<file path="src/rtl/lpseq_pkg.sv">
package lpseq_pkg;
    localparam int CMD_W = 8;
    localparam logic [CMD_W-1:0] OP_WAIT = 8'hFE;
    localparam logic [CMD_W-1:0] OP_END  = 8'hFF;

    typedef enum logic [2:0] {
        S_IDLE, S_FETCH, S_EXEC, S_DELAY, S_WAIT_IRQ, S_DONE
    } seq_state_e;

    typedef enum logic [2:0] {
        K_CTRL, K_DELAY, K_WAIT, K_END, K_NOP
    } cmd_kind_e;
endpackage

</file>
<file path="src/rtl/lpseq_store.sv">
module lpseq_store #(
    parameter int DEPTH = 32,
    localparam int AW = $clog2(DEPTH)
) (
    input  logic                          clk,
    input  logic                          rst_n,
    input  logic                          we,
    input  logic [AW:0]                   addr,
    input  logic [lpseq_pkg::CMD_W-1:0]   wdata,
    input  logic [AW-1:0]                 rd_idx,
    output logic [lpseq_pkg::CMD_W-1:0]   rd_byte,
    output logic [AW-1:0]                 start_idx
);
    logic [lpseq_pkg::CMD_W-1:0] mem_q [DEPTH];
    logic [AW-1:0] start_d, start_q;
    logic          hit_start;

    assign hit_start = we && (addr == AW'(0) + (AW+1)'(DEPTH));

    always_comb begin
        start_d = start_q;
        if (hit_start) start_d = wdata[AW-1:0];
    end

    always_ff @(posedge clk or negedge rst_n) begin
        if (!rst_n) start_q <= '0;
        else        start_q <= start_d;
    end

    always_ff @(posedge clk) begin
        if (we && !addr[AW]) mem_q[addr[AW-1:0]] <= wdata;
    end

    assign rd_byte   = mem_q[rd_idx];
    assign start_idx = start_q;

    // start index changes only through a write to its address
    p_start_hold_r2: assert property (@(posedge clk) disable iff (!rst_n)
        !hit_start |=> $stable(start_idx));
endmodule

</file>
<file path="src/rtl/lpseq_decode.sv">
module lpseq_decode
    import lpseq_pkg::*;
#(
    parameter int DLY_W = 6
) (
    input  logic [CMD_W-1:0] cmd,
    output cmd_kind_e        kind,
    output logic [CMD_W-2:0] ctrl,
    output logic [DLY_W-1:0] dly
);
    always_comb begin
        ctrl = cmd[CMD_W-2:0];
        dly  = cmd[DLY_W-1:0];
        if (!cmd[CMD_W-1])          kind = K_CTRL;
        else if (cmd == OP_END)     kind = K_END;
        else if (cmd == OP_WAIT)    kind = K_WAIT;
        else if (cmd[CMD_W-2])      kind = K_DELAY;
        else                        kind = K_NOP;
    end
endmodule

</file>
<file path="src/rtl/lpseq_fsm.sv">
module lpseq_fsm
    import lpseq_pkg::*;
#(
    parameter int AW    = 5,
    parameter int DLY_W = 6
) (
    input  logic             clk,
    input  logic             rst_n,
    input  logic             wfi_req,
    input  logic             wake_irq,
    input  logic [AW-1:0]    start_idx,
    input  logic [CMD_W-1:0] rd_byte,
    input  cmd_kind_e        kind,
    input  logic [CMD_W-2:0] ctrl,
    input  logic [DLY_W-1:0] dly,
    output logic [AW-1:0]    rd_idx,
    output logic [CMD_W-1:0] cmd,
    output logic [CMD_W-2:0] pwr_ctrl,
    output logic             busy,
    output logic             wake_done
);
    typedef struct packed {
        seq_state_e       state;
        logic [AW-1:0]    pc;
        logic [CMD_W-1:0] cmd;
        logic [DLY_W-1:0] cnt;
        logic [CMD_W-2:0] ctrl;
        logic             pend;
    } seq_regs_t;

    seq_regs_t r_d, r_q;
    logic      irq_avail;

    assign irq_avail = wake_irq || r_q.pend;

    always_comb begin
        r_d = r_q;
        if (r_q.state != S_IDLE && wake_irq) r_d.pend = 1'b1;
        unique case (r_q.state)
            S_IDLE: begin
                r_d.pend = 1'b0;
                if (wfi_req) begin
                    r_d.pc    = start_idx;
                    r_d.state = S_FETCH;
                end
            end
            S_FETCH: begin
                r_d.cmd   = rd_byte;
                r_d.state = S_EXEC;
            end
            S_EXEC: begin
                unique case (kind)
                    K_CTRL: begin
                        r_d.ctrl  = ctrl;
                        r_d.pc    = r_q.pc + 1'b1;
                        r_d.state = S_FETCH;
                    end
                    K_DELAY: begin
                        r_d.cnt   = dly;
                        r_d.state = S_DELAY;
                    end
                    K_WAIT: begin
                        if (irq_avail) begin
                            r_d.pend  = 1'b0;
                            r_d.pc    = r_q.pc + 1'b1;
                            r_d.state = S_FETCH;
                        end else begin
                            r_d.state = S_WAIT_IRQ;
                        end
                    end
                    K_END: r_d.state = S_DONE;
                    default: begin
                        r_d.pc    = r_q.pc + 1'b1;
                        r_d.state = S_FETCH;
                    end
                endcase
            end
            S_DELAY: begin
                if (r_q.cnt == '0) begin
                    r_d.pc    = r_q.pc + 1'b1;
                    r_d.state = S_FETCH;
                end else begin
                    r_d.cnt = r_q.cnt - 1'b1;
                end
            end
            S_WAIT_IRQ: begin
                if (irq_avail) begin
                    r_d.pend  = 1'b0;
                    r_d.pc    = r_q.pc + 1'b1;
                    r_d.state = S_FETCH;
                end
            end
            S_DONE:  r_d.state = S_IDLE;
            default: r_d.state = S_IDLE;
        endcase
    end

    always_ff @(posedge clk or negedge rst_n) begin
        if (!rst_n) begin
            r_q <= '{state: S_IDLE, pc: '0, cmd: '0, cnt: '0, ctrl: '0, pend: 1'b0};
        end else begin
            r_q <= r_d;
        end
    end

    assign rd_idx    = r_q.pc;
    assign cmd       = r_q.cmd;
    assign pwr_ctrl  = r_q.ctrl;
    assign busy      = (r_q.state != S_IDLE);
    assign wake_done = (r_q.state == S_DONE);

    // a request while idle launches the program
    p_launch_r3: assert property (@(posedge clk) disable iff (!rst_n)
        (!busy && wfi_req) |=> busy);
    // completion is a single-cycle pulse followed by idle
    p_done_pulse_r8: assert property (@(posedge clk) disable iff (!rst_n)
        wake_done |=> (!wake_done && !busy));
    // outputs move only when a control byte executes
    p_ctrl_hold_r4: assert property (@(posedge clk) disable iff (!rst_n)
        !(r_q.state == S_EXEC && kind == K_CTRL) |=> $stable(pwr_ctrl));
    // stall persists while no interrupt is present or pending
    p_stall_r6: assert property (@(posedge clk) disable iff (!rst_n)
        (r_q.state == S_WAIT_IRQ && !wake_irq && !r_q.pend) |=> (r_q.state == S_WAIT_IRQ));
    // an interrupt while running is remembered
    p_pending_r7: assert property (@(posedge clk) disable iff (!rst_n)
        (busy && !wake_done && wake_irq && r_q.state != S_EXEC && r_q.state != S_WAIT_IRQ)
        |=> r_q.pend);
endmodule

</file>
<file path="src/rtl/lpm_sequencer.sv">
module lpm_sequencer
    import lpseq_pkg::*;
#(
    parameter int DEPTH = 32,
    localparam int AW    = $clog2(DEPTH),
    localparam int DLY_W = 6,
    localparam int CTRL_W = CMD_W - 1
) (
    input  logic              clk,
    input  logic              rst_n,
    input  logic              cfg_we,
    input  logic [AW:0]       cfg_addr,
    input  logic [CMD_W-1:0]  cfg_wdata,
    input  logic              wfi_req,
    input  logic              wake_irq,
    output logic [CTRL_W-1:0] pwr_ctrl,
    output logic              busy,
    output logic              wake_done
);
    logic [AW-1:0]     rd_idx, start_idx;
    logic [CMD_W-1:0]  rd_byte, cmd;
    cmd_kind_e         kind;
    logic [CTRL_W-1:0] ctrl;
    logic [DLY_W-1:0]  dly;

    lpseq_store #(.DEPTH(DEPTH)) u_store (
        .clk(clk), .rst_n(rst_n), .we(cfg_we), .addr(cfg_addr), .wdata(cfg_wdata),
        .rd_idx(rd_idx), .rd_byte(rd_byte), .start_idx(start_idx)
    );

    lpseq_decode #(.DLY_W(DLY_W)) u_decode (
        .cmd(cmd), .kind(kind), .ctrl(ctrl), .dly(dly)
    );

    lpseq_fsm #(.AW(AW), .DLY_W(DLY_W)) u_fsm (
        .clk(clk), .rst_n(rst_n), .wfi_req(wfi_req), .wake_irq(wake_irq),
        .start_idx(start_idx), .rd_byte(rd_byte), .kind(kind), .ctrl(ctrl), .dly(dly),
        .rd_idx(rd_idx), .cmd(cmd), .pwr_ctrl(pwr_ctrl), .busy(busy), .wake_done(wake_done)
    );
endmodule

</file>
<file path="config.mk">
export PLATFORM = sky130hd
export DESIGN_NAME = lpm_sequencer
export DESIGN_NICKNAME = d
export VERILOG_FILES = /design/src/rtl/lpseq_pkg.sv /design/src/rtl/lpseq_store.sv /design/src/rtl/lpseq_decode.sv /design/src/rtl/lpseq_fsm.sv /design/src/rtl/lpm_sequencer.sv
export SDC_FILE = /design/constraint.sdc
export NUM_CORES = 1
export LEC_CHECK = 0
export BUFFER_PORTS_ARGS = -buffer_cell sky130_fd_sc_hd__buf_2
export CAP_MARGIN = 10
export CORE_MARGIN = 2
export CORE_UTILIZATION = 55
export DETAILED_ROUTE_END_ITERATION = 8
export GPL_TIMING_DRIVEN = 0
export PLACE_DENSITY = 0.76
export SLEW_MARGIN = 20
export SYNTH_ARGS = -nofsm -noshare
export SYNTH_HDL_FRONTEND = slang
export SYNTH_SLANG_ARGS = --single-unit
</file>
<file path="constraint.sdc">
create_clock -name clk -period 5.4 [get_ports clk]
set_clock_uncertainty 0.1 [all_clocks]
set_input_delay 1.08 -clock clk [delete_from_list [all_inputs] [get_ports clk]]
set_output_delay 1.08 -clock clk [all_outputs]
set_load 0.02 [all_outputs]
</file>
=== After elaboration in Yosys (flattened, before gate mapping) ===
Memories as Yosys holds them, arrays and structs flattened. A register that Yosys moved wholly into a read port is not among the register bits.
Index checks and enable logic that the tools add are counted.
W data, S select, Z words.

* $add $sub $neg: 2
* Equality and inequality tests: 18
* Mux-type cells: 22
* Reduce and logical (&&, ||, !) cells: 17

{| class="wikitable"
|+ Operators by type and width
! kind !! count
|-
| $mux W8 || 3
|-
| $pmux W5 S4 || 1
|-
| $eq A8 B8 Y1 const B || 2
|-
| $mux W3 || 5
|-
| $pmux W3 S5 || 1
|-
| $eq A3 B2 Y1 const B || 4
|-
| $mux W6 || 2
|-
| $pmux W6 S2 || 1
|-
| $pmux W5 S2 || 1
|-
| $pmux W3 S3 || 1
|-
| $ne A2 B2 Y1 const B || 4
|-
| $eq A3 B1 Y1 const B || 2
|-
| $eq A3 B3 Y1 const B || 2
|-
| $eq A6 B6 Y1 const B || 1
|-
| $logic_not A3 Y1 || 2
|-
| $logic_not A6 Y1 || 1
|-
| $reduce_and A3 Y1 || 2
|-
| $reduce_and A6 Y1 || 1
|-
| $sub A6 B1 Y6 const B || 1
|-
| $add A5 B1 Y5 const B || 1
|-
| $mux W1 || 5
|-
| $mux W5 || 1
|-
| $ne A2 B1 Y1 const B || 2
|-
| $reduce_bool A4 Y1 || 1
|-
| 9 further kinds || 12
|}

* Bits in registers: 27
* RAM bits: 256
* Input port bits: 19
* Output and inout bits: 9
* Word-level logic and storage cells: 66
* Memories: 1

{| class="wikitable"
|+ Memories
! memory !! words !! width !! read ports !! clocked after Yosys merged registers in !! write ports !! RTL line !! source
|-
| u_store.mem_q || 32 || 8 || 1 || 1 || 1 || lpseq_store.sv:14 || <nowiki>logic [lpseq_pkg::CMD_W-1:0] mem_q [DEPTH];</nowiki>
|}

=== Longest topological paths before layout ===
* Depth after elaboration: 8
* Mapped depth: 8
* Depth with buffers taken out: 6

=== Modules after synthesis ===
A second synthesis with hierarchy kept.

* Cell total of the unflattened synthesis: 611
* Area total of the unflattened synthesis: 11928.9 sq um

{| class="wikitable"
|+ Modules (own cells, without submodules)
! module !! times used !! cells each !! area each (sq um) !! seq. area each (sq um)
|-
| lpseq_store || 1 || 425 || 10098.4 || 7812.5
|-
| lpseq_fsm || 1 || 167 || 1697.9 || 750.7
|-
| lpseq_decode || 1 || 19 || 132.6 || 0.0
|}

=== Worst setup path before layout ===
OpenSTA, ideal clock, no wires.

* Path kind: input-to-reg
* Start point: input cfg_addr[3]
* End point: memory u_store.mem_q[10][0] in the netlist's numbering (enable)
* Library setup time: 370 ps
* Arrival: 2181 ps
* Required time: 4930 ps
* Slack: 2749 ps
* Stages on the path: 3
* Buffers on the path: 1
* Cell sequence: clkbuf_1 > or3b_2 > nor2_1

{| class="wikitable"
|+ RTL lines
! what !! RTL line !! source
|-
| start, declared || lpm_sequencer.sv:12 || <nowiki>input logic [AW:0] cfg_addr,</nowiki>
|-
| end, declared || lpseq_store.sv:14 ||
|}

Straight into the memory's write port.

=== Worst setup path after layout ===
* Start point: register u_fsm.r_q[29] in the netlist's numbering
* End point: output busy

* Word-level cells in the longest chain between the ends: 1

{| class="wikitable"
|+ Ends and longest elaborated chain
! what !! RTL line !! source
|-
| start, declared || lpseq_fsm.sv:31 || <nowiki>seq_regs_t r_d, r_q;</nowiki>
|-
| start signal, assigned || lpseq_fsm.sv:100 || <nowiki>r_q <= '{state: S_IDLE, pc: '0, cmd: '0, cnt: '0, ctrl: '0, pend: 1'b0};</nowiki>
|-
| start signal, assigned || lpseq_fsm.sv:102 || <nowiki>r_q <= r_d;</nowiki>
|-
| $reduce_bool A3 Y1 || lpseq_fsm.sv:109 || <nowiki>assign busy = (r_q.state != S_IDLE);</nowiki>
|-
| end, declared || lpm_sequencer.sv:17 || <nowiki>output logic busy,</nowiki>
|}

No other way between the ends.

==> metrics.yaml <==
via_count: 6597
fin_crit_ns: 2.81
r2r_slack_ns: 2.63
path_cells: "buf_2, or3_1, buf_2"
crit_path_max_fanout: 10
drc: 0
hold_path.class: "register to register"
ys_async_sr_fraction_pct: 12.0
synth_top_area_share_pct: 64.6
p_switching_w: 0.00208
status: "finished clean"
cp_data_required_time_ns: 4.22
grtUsageTotal_pct: 23.6
drtIter0Drc: 647
seqCellArea_um2: 8560
hp-start: "u_fsm.pwr_ctrl[4]$_DFFE_PN0P_"
avgSynthCellArea_um2: 17.3
cts_buffers: 29
multi_input_area_um2: 3020
die_y_um: 151
clk_pin_slew_ns: 0.06
antenna_found_initial: 0
crit_type: "register to primary output"
syn_to_final_growth_pct: 12.1
combPwrFrac_pct: 29.4
postLayoutCoreUtil_pct: 63.0
slew_violations: 0
vdd_drop_max_uv: 283
swShare_pct: 31.1
holdPathEnd: "u_fsm.pwr_ctrl[4]$_DFFE_PN0P_"
p_total_w: 0.00671
die-width_um: 151
postCtsSetupBuffers: 0
drv_cap: 0
port-buffer-count: 24
antennaDiodeCount: 0
cts.htree.levels: 1
worst_slack_ns: 2.59
min_path_cells: 1
vias_per_cell: 6.34
grt_pass1_vias: 6845
fp.coreArea_um2: 21200
tightest_slew_ns: 0.838
syn-num-nets: 711
grt_max_degree: 36
p_leak_nw: 4.49
power_frac_clock_pct: 30.6
slowest_delay_ns: 0.37
ys.flop_type: "edfxtp_1"
initial_core_util_pct: 56.2
setup_tns_ns: 0
yosysUniqueCellTypes: 48
fin_nets: 766
clock_latency_ns: 0.57
hpwl_mm: 16.4
ant_nets: 0
arrival_ns: 1.63
netlist_area_um2: 11900
synthCells: 689
crit_top_cell: "buf_2"
wl_mm: 25.7
cts-root-buf: "clkbuf_16"
ys_ff_latch: 291
dp_slack_ns: 2.23
p_int_w: 0.00462
synth_top_cells_by_area: "edfxtp_1, mux4_2, dfrtp_1, mux2i_1, nor2_1"
slew-limit-headroom_pct: 43.9
clk_path_buf_depth: 3
grt_pass1_wl_mm: 39.4
gp_congestion: 0.875
seqPwrFrac_pct: 40.0
die-area_um2: 22800
drive_gt1_share_pct: 20.8
synth_edf_count: 256
routedWlPerCell_um: 24.7
num_rows: 53
hold_viol_final: 0
grt_overflow: 0
yosysSeqAreaShare_pct: 72.0
cts_resized: 0
cts_tree: "done"
p_per_area_nw_per_um2: 503
cts_hold_buf: 0
crit_path_top_delay_cell: "dfrtp_1"
first_pass_iters: 5
r2r_start: "u_fsm.rd_idx[1]$_DFFE_PN0P_"
yosys.area.top_type: "edfxtp_1"
io_pins: 28
reg2regPathDepth: 5
start_kind: "register"
reg2reg_to: "u_fsm.cmd[1]$_DFFE_PN0P_"
yosys_warnings: 0
rsz0062_at_grt: "false"
fin_crit_sh_pct: 52.0
setup_violations: 0
cts_sinks: 291
fmaxAchievable_mhz: 356
fillers: 1422
endpoint_kind: "primary output"
## how the worst max path moves through the flow
stage	startpoint	end	slack, ns	cells past startpoint
floorplan	cfg_addr[3]	u_store.mem_q[10][0]$_DFFE_PP_	2.75	3
global placement	cfg_addr[3]	u_store.mem_q[10][1]$_DFFE_PP_	2.31	3
detailed placement	cfg_addr[3]	u_store.mem_q[10][7]$_DFFE_PP_	2.23	3
CTS	u_fsm.r_q[29]$_DFFE_PN0P_	busy	2.58	3
global route	u_fsm.rd_idx[0]$_DFFE_PN0P_	u_fsm.cmd[3]$_DFFE_PN0P_	2.50	7
finish	u_fsm.r_q[29]$_DFFE_PN0P_	busy	2.59	3
## sequential cells by signal, summed over array words and instances (netlist names)
name               count
u_store.mem_q        256
u_fsm.r_q             10
u_fsm.cmd              8
u_fsm.pwr_ctrl         7
u_fsm.rd_idx           5
u_store.start_idx      5
## cell type report
cell class / instances / share of cell area [%]
multi-input combinational: 348 / 22.7
tap: 275 / 2.58
sequential: 291 / 64.2
inverter: 6 / 0.169
clock inverter: 21 / 1.79
timing repair buffer: 24 / 0.901
clock buffer: 31 / 5.50
buffer: 44 / 2.15
## layout by cell type, fill, tap and decap left out, types with 7 or more instances in the layout
master / n
a21oi_1: 15
a221oi_1: 15
a22oi_1: 15
buf_2: 32
buf_4: 11
clkbuf_1: 18
clkbuf_16: 29
clkinv_1: 7
clkinv_2: 7
dfrtp_1: 35
edfxtp_1: 256
mux2_2: 16
mux2i_1: 50
mux4_2: 40
nand2_1: 46
nand2b_1: 9
nor2_1: 49
o21ai_0: 11
o41ai_1: 7
## cells by family (layout without fill, tap and decap cells)
logic type      count (synthesis)  in the layout  synth area share (%)
buf+inv                        50            126                  2.60
mux                           107            107                  13.4
flops                         291            291                  72.0
compound gates                 88             88                  5.60
simple gates                  150            150                  6.08
fa+ha+maj                       3              3                 0.316
## stage by stage
step                cell area, um2  cells  hold WS, ns
global route                 13300   1040        0.432
global placement             12400    988        0.382
CTS                          13300   1040        0.412
finish                       13300   1040        0.409
detailed placement           12400    988        0.397
floorplan                    11900    689        0.352
## power by group through the flow
stage	clock network (W)	logic, W	registers, W
2_1_floorplan	0	0.00142	0.00269
3_3_place_gp	0	0.00187	0.00272
5_1_grt	0.00216	0.00212	0.00270
6_report	0.00205	0.00197	0.00268
4_1_cts	0.00206	0.00195	0.00268
3_5_place_dp	0	0.00194	0.00273
## synthesized netlist by cell type (4+ instances only)
cell and n:
edfxtp_1 256, mux2i_1 50, nor2_1 49, nand2_1 46, mux4_2 40, dfrtp_1 35, clkbuf_1 16, mux2_2 16
a21oi_1 15, a221oi_1 15, a22oi_1 15, buf_4 11, o21ai_0 11, nand2b_1 9, buf_2 8, o41ai_1 7
a2111oi_0 6, and2_1 6, nand3b_1 6, nor3_1 6, buf_6 5, inv_1 5, nand3_1 5, nor2b_1 4
nor3b_1 4, o31ai_1 4, or3_1 4
## routing by layer
| layer | vias up | GRT usage (%) | wire length [um] |
|---|---|---|---|
| li1 | 2841 | - | - |
| met1 | 3346 | 31.3 | 9940 |
| met2 | 341 | 39.7 | 12700 |
| met3 | 69 | 4.49 | 2150 |
| met4 | 0 | 7.71 | 949 |
| met5 | - | 0 | 0 |
## critical path, delay by kind of cell (launching register included)
family / cells / cell delay, ns
flip-flops: 1 / 0.37
buffers and inverters: 2 / 0.34
AND/OR/NAND/NOR: 1 / 0.37
Power figures use the tool's default switching activity.
